--- config.mk ---
export PLATFORM = sky130hd
export DESIGN_NAME = adc_scan_seq
export DESIGN_NICKNAME = d
export VERILOG_FILES = /design/src/rtl/adc_scan_pkg.sv /design/src/rtl/adc_scan_ctrl.sv /design/src/rtl/adc_scan_dp.sv /design/src/rtl/adc_scan_seq.sv
export SDC_FILE = /design/constraint.sdc
export NUM_CORES = 1
export LEC_CHECK = 0
export CORE_AREA = 8 8 85 87
export DETAILED_ROUTE_END_ITERATION = 12
export DIE_AREA = 0 0 93 95
export MAX_ROUTING_LAYER = met4
export PLACE_DENSITY = 0.73
export SYNTH_ARGS = -nofsm -noshare
export SYNTH_HDL_FRONTEND = slang
export SYNTH_SLANG_ARGS = --single-unit
--- constraint.sdc ---
create_clock -name clk -period 2.05 [get_ports clk]
set_input_delay 0.41 -clock clk [delete_from_list [all_inputs] [get_ports clk]]
set_output_delay 0.41 -clock clk [all_outputs]
set_load 0.05 [all_outputs]
--- src/rtl/adc_scan_pkg.sv ---
package adc_scan_pkg;
  localparam int FRAME_BITS = 16;
  localparam int NUM_CH     = 8;
  localparam int CH_W       = 3;
  localparam int SAMPLE_W   = 12;
  localparam int CMD_LSB    = 11;
  localparam int BIT_W      = $clog2(FRAME_BITS);

  typedef struct packed {
    logic            loadCmd;
    logic            shiftCmd;
    logic            capture;
    logic            frameEnd;
    logic            emit;
    logic            tagLast;
    logic            dummy;
    logic [CH_W-1:0] cmdChan;
    logic [CH_W-1:0] tagChan;
  } seqStrobes_t;
endpackage

--- src/rtl/adc_scan_ctrl.sv ---
module adc_scan_ctrl
  import adc_scan_pkg::*;
#(
  parameter int SCLK_HALF = 4
) (
  input  logic              clk,
  input  logic              rstN,
  input  logic              startScan,
  input  logic              startSingle,
  input  logic [NUM_CH-1:0] chanMask,
  input  logic [CH_W-1:0]   singleChan,
  output logic              busy,
  output logic              done,
  output logic              sclk,
  output logic              csN,
  output seqStrobes_t       strb
);
  localparam int DIV_W = $clog2(SCLK_HALF) + 1;

  typedef enum logic [1:0] {ST_IDLE, ST_RUN, ST_TAIL} state_t;

  state_t              state;
  logic [DIV_W-1:0]    divCnt;
  logic                sclkReg;
  logic [BIT_W-1:0]    bitIdx;
  logic [NUM_CH-1:0]   pending;
  logic [CH_W-1:0]     cmdChan;
  logic [CH_W-1:0]     prevChan;
  logic                havePrev;
  logic                isDummy;
  logic                doneReg;

  logic                tick;
  logic                fallEdge;
  logic                riseEdge;
  logic                lastBit;
  logic                startReq;
  logic [NUM_CH-1:0]   startMask;

  function automatic logic [CH_W-1:0] firstSet(input logic [NUM_CH-1:0] m);
    logic [CH_W-1:0] r;
    r = '0;
    for (int i = NUM_CH - 1; i >= 0; i--) begin
      if (m[i]) r = CH_W'(i);
    end
    return r;
  endfunction

  assign tick      = (divCnt == DIV_W'(SCLK_HALF - 1));
  assign fallEdge  = (state == ST_RUN) && tick && sclkReg;
  assign riseEdge  = (state == ST_RUN) && tick && !sclkReg;
  assign lastBit   = (bitIdx == BIT_W'(FRAME_BITS - 1));
  assign startReq  = startScan || startSingle;
  assign startMask = startScan ? chanMask : (NUM_CH'(1) << singleChan);

  always_comb begin
    strb.loadCmd  = fallEdge && (bitIdx == '0);
    strb.shiftCmd = fallEdge && (bitIdx != '0);
    strb.capture  = riseEdge;
    strb.frameEnd = riseEdge && lastBit;
    strb.emit     = havePrev;
    strb.tagLast  = isDummy;
    strb.dummy    = isDummy;
    strb.cmdChan  = cmdChan;
    strb.tagChan  = prevChan;
  end

  always_ff @(posedge clk or negedge rstN) begin
    if (!rstN) begin
      state    <= ST_IDLE;
      divCnt   <= '0;
      sclkReg  <= 1'b1;
      bitIdx   <= '0;
      pending  <= '0;
      cmdChan  <= '0;
      prevChan <= '0;
      havePrev <= 1'b0;
      isDummy  <= 1'b0;
      doneReg  <= 1'b0;
    end else begin
      doneReg <= 1'b0;
      case (state)
        ST_IDLE: begin
          divCnt  <= '0;
          sclkReg <= 1'b1;
          if (startReq) begin
            if (startMask == '0) begin
              doneReg <= 1'b1;
            end else begin
              state    <= ST_RUN;
              cmdChan  <= firstSet(startMask);
              pending  <= startMask & (startMask - NUM_CH'(1));
              isDummy  <= 1'b0;
              havePrev <= 1'b0;
              bitIdx   <= '0;
            end
          end
        end
        ST_RUN: begin
          if (tick) begin
            divCnt  <= '0;
            sclkReg <= !sclkReg;
            if (!sclkReg) begin
              bitIdx <= lastBit ? '0 : bitIdx + BIT_W'(1);
              if (lastBit) begin
                prevChan <= cmdChan;
                havePrev <= 1'b1;
                if (isDummy) begin
                  state <= ST_TAIL;
                end else if (pending != '0) begin
                  cmdChan <= firstSet(pending);
                  pending <= pending & (pending - NUM_CH'(1));
                end else begin
                  isDummy <= 1'b1;
                  cmdChan <= '0;
                end
              end
            end
          end else begin
            divCnt <= divCnt + DIV_W'(1);
          end
        end
        default: begin
          if (tick) begin
            state   <= ST_IDLE;
            doneReg <= 1'b1;
            divCnt  <= '0;
          end else begin
            divCnt <= divCnt + DIV_W'(1);
          end
        end
      endcase
    end
  end

  assign busy = (state != ST_IDLE);
  assign done = doneReg;
  assign sclk = sclkReg;
  assign csN  = (state == ST_IDLE);

  AST_START_WHEN_IDLE: assert property (@(posedge clk) disable iff (!rstN)
    $rose(busy) |-> $past(startScan || startSingle));

  AST_DONE_NOT_BUSY: assert property (@(posedge clk) disable iff (!rstN)
    done |-> !busy);

  AST_NO_RESTART: assert property (@(posedge clk) disable iff (!rstN)
    (busy && $past(busy) && !$past(done)) |-> $stable(csN) || !busy);
endmodule

--- src/rtl/adc_scan_dp.sv ---
module adc_scan_dp
  import adc_scan_pkg::*;
(
  input  logic                clk,
  input  logic                rstN,
  input  seqStrobes_t         strb,
  input  logic                miso,
  output logic                mosi,
  output logic                sampleValid,
  output logic [CH_W-1:0]     sampleChan,
  output logic [SAMPLE_W-1:0] sampleData,
  output logic                sampleLast
);
  logic [FRAME_BITS-1:0] txReg;
  logic [FRAME_BITS-1:0] rxReg;
  logic [FRAME_BITS-1:0] frameWord;
  logic [FRAME_BITS-1:0] cmdWord;

  assign cmdWord   = strb.dummy ? '0 :
                     (FRAME_BITS'(strb.cmdChan) << CMD_LSB);
  assign frameWord = {rxReg[FRAME_BITS-2:0], miso};

  always_ff @(posedge clk or negedge rstN) begin
    if (!rstN) begin
      txReg       <= '0;
      rxReg       <= '0;
      sampleValid <= 1'b0;
      sampleChan  <= '0;
      sampleData  <= '0;
      sampleLast  <= 1'b0;
    end else begin
      sampleValid <= 1'b0;
      if (strb.loadCmd) begin
        txReg <= cmdWord;
      end else if (strb.shiftCmd) begin
        txReg <= {txReg[FRAME_BITS-2:0], 1'b0};
      end
      if (strb.capture) begin
        rxReg <= frameWord;
      end
      if (strb.frameEnd && strb.emit) begin
        sampleValid <= 1'b1;
        sampleChan  <= strb.tagChan;
        sampleData  <= frameWord[SAMPLE_W-1:0];
        sampleLast  <= strb.tagLast;
      end
    end
  end

  assign mosi = txReg[FRAME_BITS-1];

  AST_VALID_PULSE: assert property (@(posedge clk) disable iff (!rstN)
    sampleValid |=> !sampleValid);
endmodule

--- src/rtl/adc_scan_seq.sv ---
module adc_scan_seq
  import adc_scan_pkg::*;
#(
  parameter int SCLK_HALF = 4
) (
  input  logic                clk,
  input  logic                rstN,
  input  logic                startScan,
  input  logic                startSingle,
  input  logic [NUM_CH-1:0]   chanMask,
  input  logic [CH_W-1:0]     singleChan,
  output logic                busy,
  output logic                done,
  output logic                sclk,
  output logic                csN,
  output logic                mosi,
  input  logic                miso,
  output logic                sampleValid,
  output logic [CH_W-1:0]     sampleChan,
  output logic [SAMPLE_W-1:0] sampleData,
  output logic                sampleLast
);
  seqStrobes_t strb;

  adc_scan_ctrl #(.SCLK_HALF(SCLK_HALF)) uCtrl (
    .clk(clk), .rstN(rstN), .startScan(startScan), .startSingle(startSingle),
    .chanMask(chanMask), .singleChan(singleChan), .busy(busy), .done(done),
    .sclk(sclk), .csN(csN), .strb(strb)
  );

  adc_scan_dp uDp (
    .clk(clk), .rstN(rstN), .strb(strb), .miso(miso), .mosi(mosi),
    .sampleValid(sampleValid), .sampleChan(sampleChan),
    .sampleData(sampleData), .sampleLast(sampleLast)
  );

  AST_SCLK_IDLE_HIGH: assert property (@(posedge clk) disable iff (!rstN)
    csN |-> sclk);

  AST_MOSI_ON_FALL: assert property (@(posedge clk) disable iff (!rstN)
    (!csN && !$stable(mosi)) |-> $fell(sclk));
endmodule

==> metrics.csv <==
metric,value,unit
pin count of the biggest net entering global routing,39,
placed cell area,0.003481,mm^2
Die ar.,0.008835,mm^2
"Top FF cell, synth",dfrtp_1,
biggest fanout along the worst timing path,18,
Nets,345,
via count,2197,
met2 Track Usage GR,23.61,%
initial antenna violation count,0,
root buf cell,clkbuf_8,
cell leakage power,0.001729,uW
Final Critical Period,1.968,ns
Synth warnings,0,
element type at the critical path start,flip-flop,
Area Growth Syn to Fin,32.53,%
vias in the first global route,2296,
cell count after synthesis,257,
M1 GR Usage,18.48,%
core box area,0.005816,mm^2
initial core utilization,48.47,%
Switching Fraction,33.59,%
CTS tree,done,
Synthesized Nets,276,
Final Hold Fails,0,
Comb pwr share,33.8,%
MaxCap Viol Count,0,
Pwr Density,1187,mW/mm^2
Min-Delay Path Class,primary input to asynchronous set/reset pin,
grt ovf,0,
period utilisation layout,96.02,%
VDD IR max,0.0007448,V
CP bufs+invs,1,
"most used cell, CP",or3_4,
DR DRC count,0,
setup TNS,0,ns
GRT met3 Usage,3.254,%
sequential share of power,39.5,%
Mean Syn Cell Area,10.97,um^2
H-Tree Depth,3,
DR pass1 iterations,4,
Post-DRT Antenna Nets,0,
"Clk Latency, worst-skew pair",0.33,ns
WP data required,2.26,ns
Slowest cell on crit path,dfrtp_1,
Clock Tree Buf Depth,2,
Rows,28,
# fillers,501,
Total GRT Usage,15.29,%
Slew HR,59.72,%
Netlist cell types,45,
CP max stage delay,0.40,ns
"commonest non-fill, non-tap cell in the layout",dfrtp_1,
status,finished clean,
Mapped Area,0.002819,mm^2
number of CTS-inserted buffers,9,
Routed WL,5956,um
GRT Max-Usage Layer,met2,
asr flop ratio synth,100.0,%
drt first-iter violations,93,
"Slew Viols, Final",0,
dpl hpwl,4498,um
CP Cell Sequence,ha_4 > nand2b_4 > or3_4 > or3_4 > buf_12 > mux2_4,
clock power share,26.7,%
die width,93,um
Slew @ Worst Pin,0.5986,ns
CTS Sinks,59,
Vert. Die Dim,95,um
final RePlAce weighted congestion,0.8893,
WP data arrival,2.18,ns
number of I/O port buffers,37,
endpoints failing setup,0,
"Reg clk slew, reported paths",0.07,ns
RSZ-0062 raised after global routing,false,
I/O Pins,38,
Post-synth EDFFs,0,
Sw Pwr,1490,uW
Antenna Cells,0,
drt via density,5.411,
Power Internal,2946,uW
Wirelength per Cell,14.67,um
Final Cell Area,0.003736,mm^2
"commonest non-fill, non-tap cells in the layout","dfrtp_1 (58), clkdlybuf4s50_1 (33), o21ai_0 (29), buf_4 (29), mux2_2 (25)",
first-pass GRT wire length,10520,um
sequential element share of the synthesized area,52.42,%
Worst path top cell family by delay,simple AND/OR/NAND/NOR gates,
share of layout cells above drive strength 1,27.49,%
WS Path Type,flip-flop to flip-flop,
number of synthesized register bits,59,
achievable frequency,508.0,MHz
Total Power,4436,uW
CP endpoint kind,flip-flop,
Layout Skew,0.007931,ns
flip-flops by register name, indices dropped and copies added, names as in the netlist:
register         cells
uCtrl.bitIdx         4
uCtrl.cmdChan        3
uCtrl.divCnt         3
uCtrl.done           1
uCtrl.havePrev       1
uCtrl.isDummy        1
uCtrl.pending        7
uCtrl.prevChan       3
uCtrl.sclk           1
uCtrl.state          2
uDp.rxReg           11
uDp.sampleChan       3
uDp.sampleData      12
uDp.sampleLast       1
uDp.sampleValid      1
uDp.txReg            5
power groups by stage:
stage	clock network, uW	registers, uW	logic, uW
global placement	0	1740	1430
finish	1190	1750	1500
CTS	1220	1740	1480
detailed placement	0	1760	1470
global route	1260	1790	1680
floorplan	0	1810	909
path summary, 6_finish.rpt:
kind | startpoint | to | depth (start not counted) | slack (ns)
worst max register to register | uCtrl.divCnt[0] | uDp.sampleChan[0] | 6 | 0.08
worst max-delay path | uCtrl.divCnt[0] | uDp.sampleChan[0] | 6 | 0.08
worst min register to register | uCtrl.prevChan[0] | uCtrl.prevChan[0] | 2 | 0.49
worst min-delay path | rstN | uDp.rxReg[0] | 1 | 0.06
min in group clk | uCtrl.prevChan[0] | uCtrl.prevChan[0] | 2 | 0.49
max in group asynchronous | rstN | uCtrl.isDummy | 2 | 1.42
area by class of cell:
cell class | instances | area, um^2 | area share (%)
Inverter | 15 | 56.30 | 1.507
Sequential cell | 59 | 1478 | 39.55
Clock inverter | 4 | 72.57 | 1.942
Tap cell | 75 | 93.84 | 2.512
Timing Repair Buffer | 66 | 613.1 | 16.41
Multi-Input combinational cell | 175 | 1267 | 33.93
Clock buffer | 12 | 155.1 | 4.153
stage by stage:
step	util (%)	setup WS, ns	hold slack (ns)	instances
2_1_floorplan	-	0.01315	0.1144	257
3_3_place_gp	59.85	-0.09575	0.4032	390
3_5_place_dp	59.85	-0.1322	0.4106	390
4_1_cts	63.77	0.01731	0.05228	406
5_1_grt	64.24	0.008006	0.09011	406
6_report	64.24	0.08158	0.05563	406
cell families after synthesis:
logic type / synth area share, %
simple gates: 13.71
fa+ha+maj: 1.332
buf+inv: 3.861
mux: 14.43
compound gates: 14.25
flops: 52.42
layer usage:
layer | vias to the layer above | part of all wire, % | wire, um
met5 | - | 0 | 0
met3 | 16 | 5.5 | 329
met1 | 1030 | 46 | 2746
met2 | 80 | 46 | 2720
li1 | 1071 | - | -
met4 | 0 | 2.7 | 159
cells in the mapped netlist (5+ instances only):
| library cell | number | area, um^2 |
|---|---|---|
| nor3_1 | 6 | 30.03 |
| dfrtp_1 | 58 | 1451 |
| clkbuf_1 | 5 | 18.77 |
| mux2_2 | 25 | 281.5 |
| nor2_1 | 16 | 60.06 |
| inv_1 | 15 | 56.30 |
| a21oi_1 | 14 | 70.07 |
| mux2_4 | 7 | 105.1 |
| nand3_1 | 7 | 35.03 |
| nor2b_1 | 8 | 50.05 |
| nand2_1 | 12 | 45.04 |
| a31oi_1 | 6 | 37.54 |
| o21ai_0 | 29 | 145.1 |
repair_timing:
item	in CTS	in global routing
hold buffers	0	0
resized for setup	0	5
buffers inserted	0	0
endpoints found under the setup margin	0	18
Note: power is estimated with default switching activity, not from simulation.
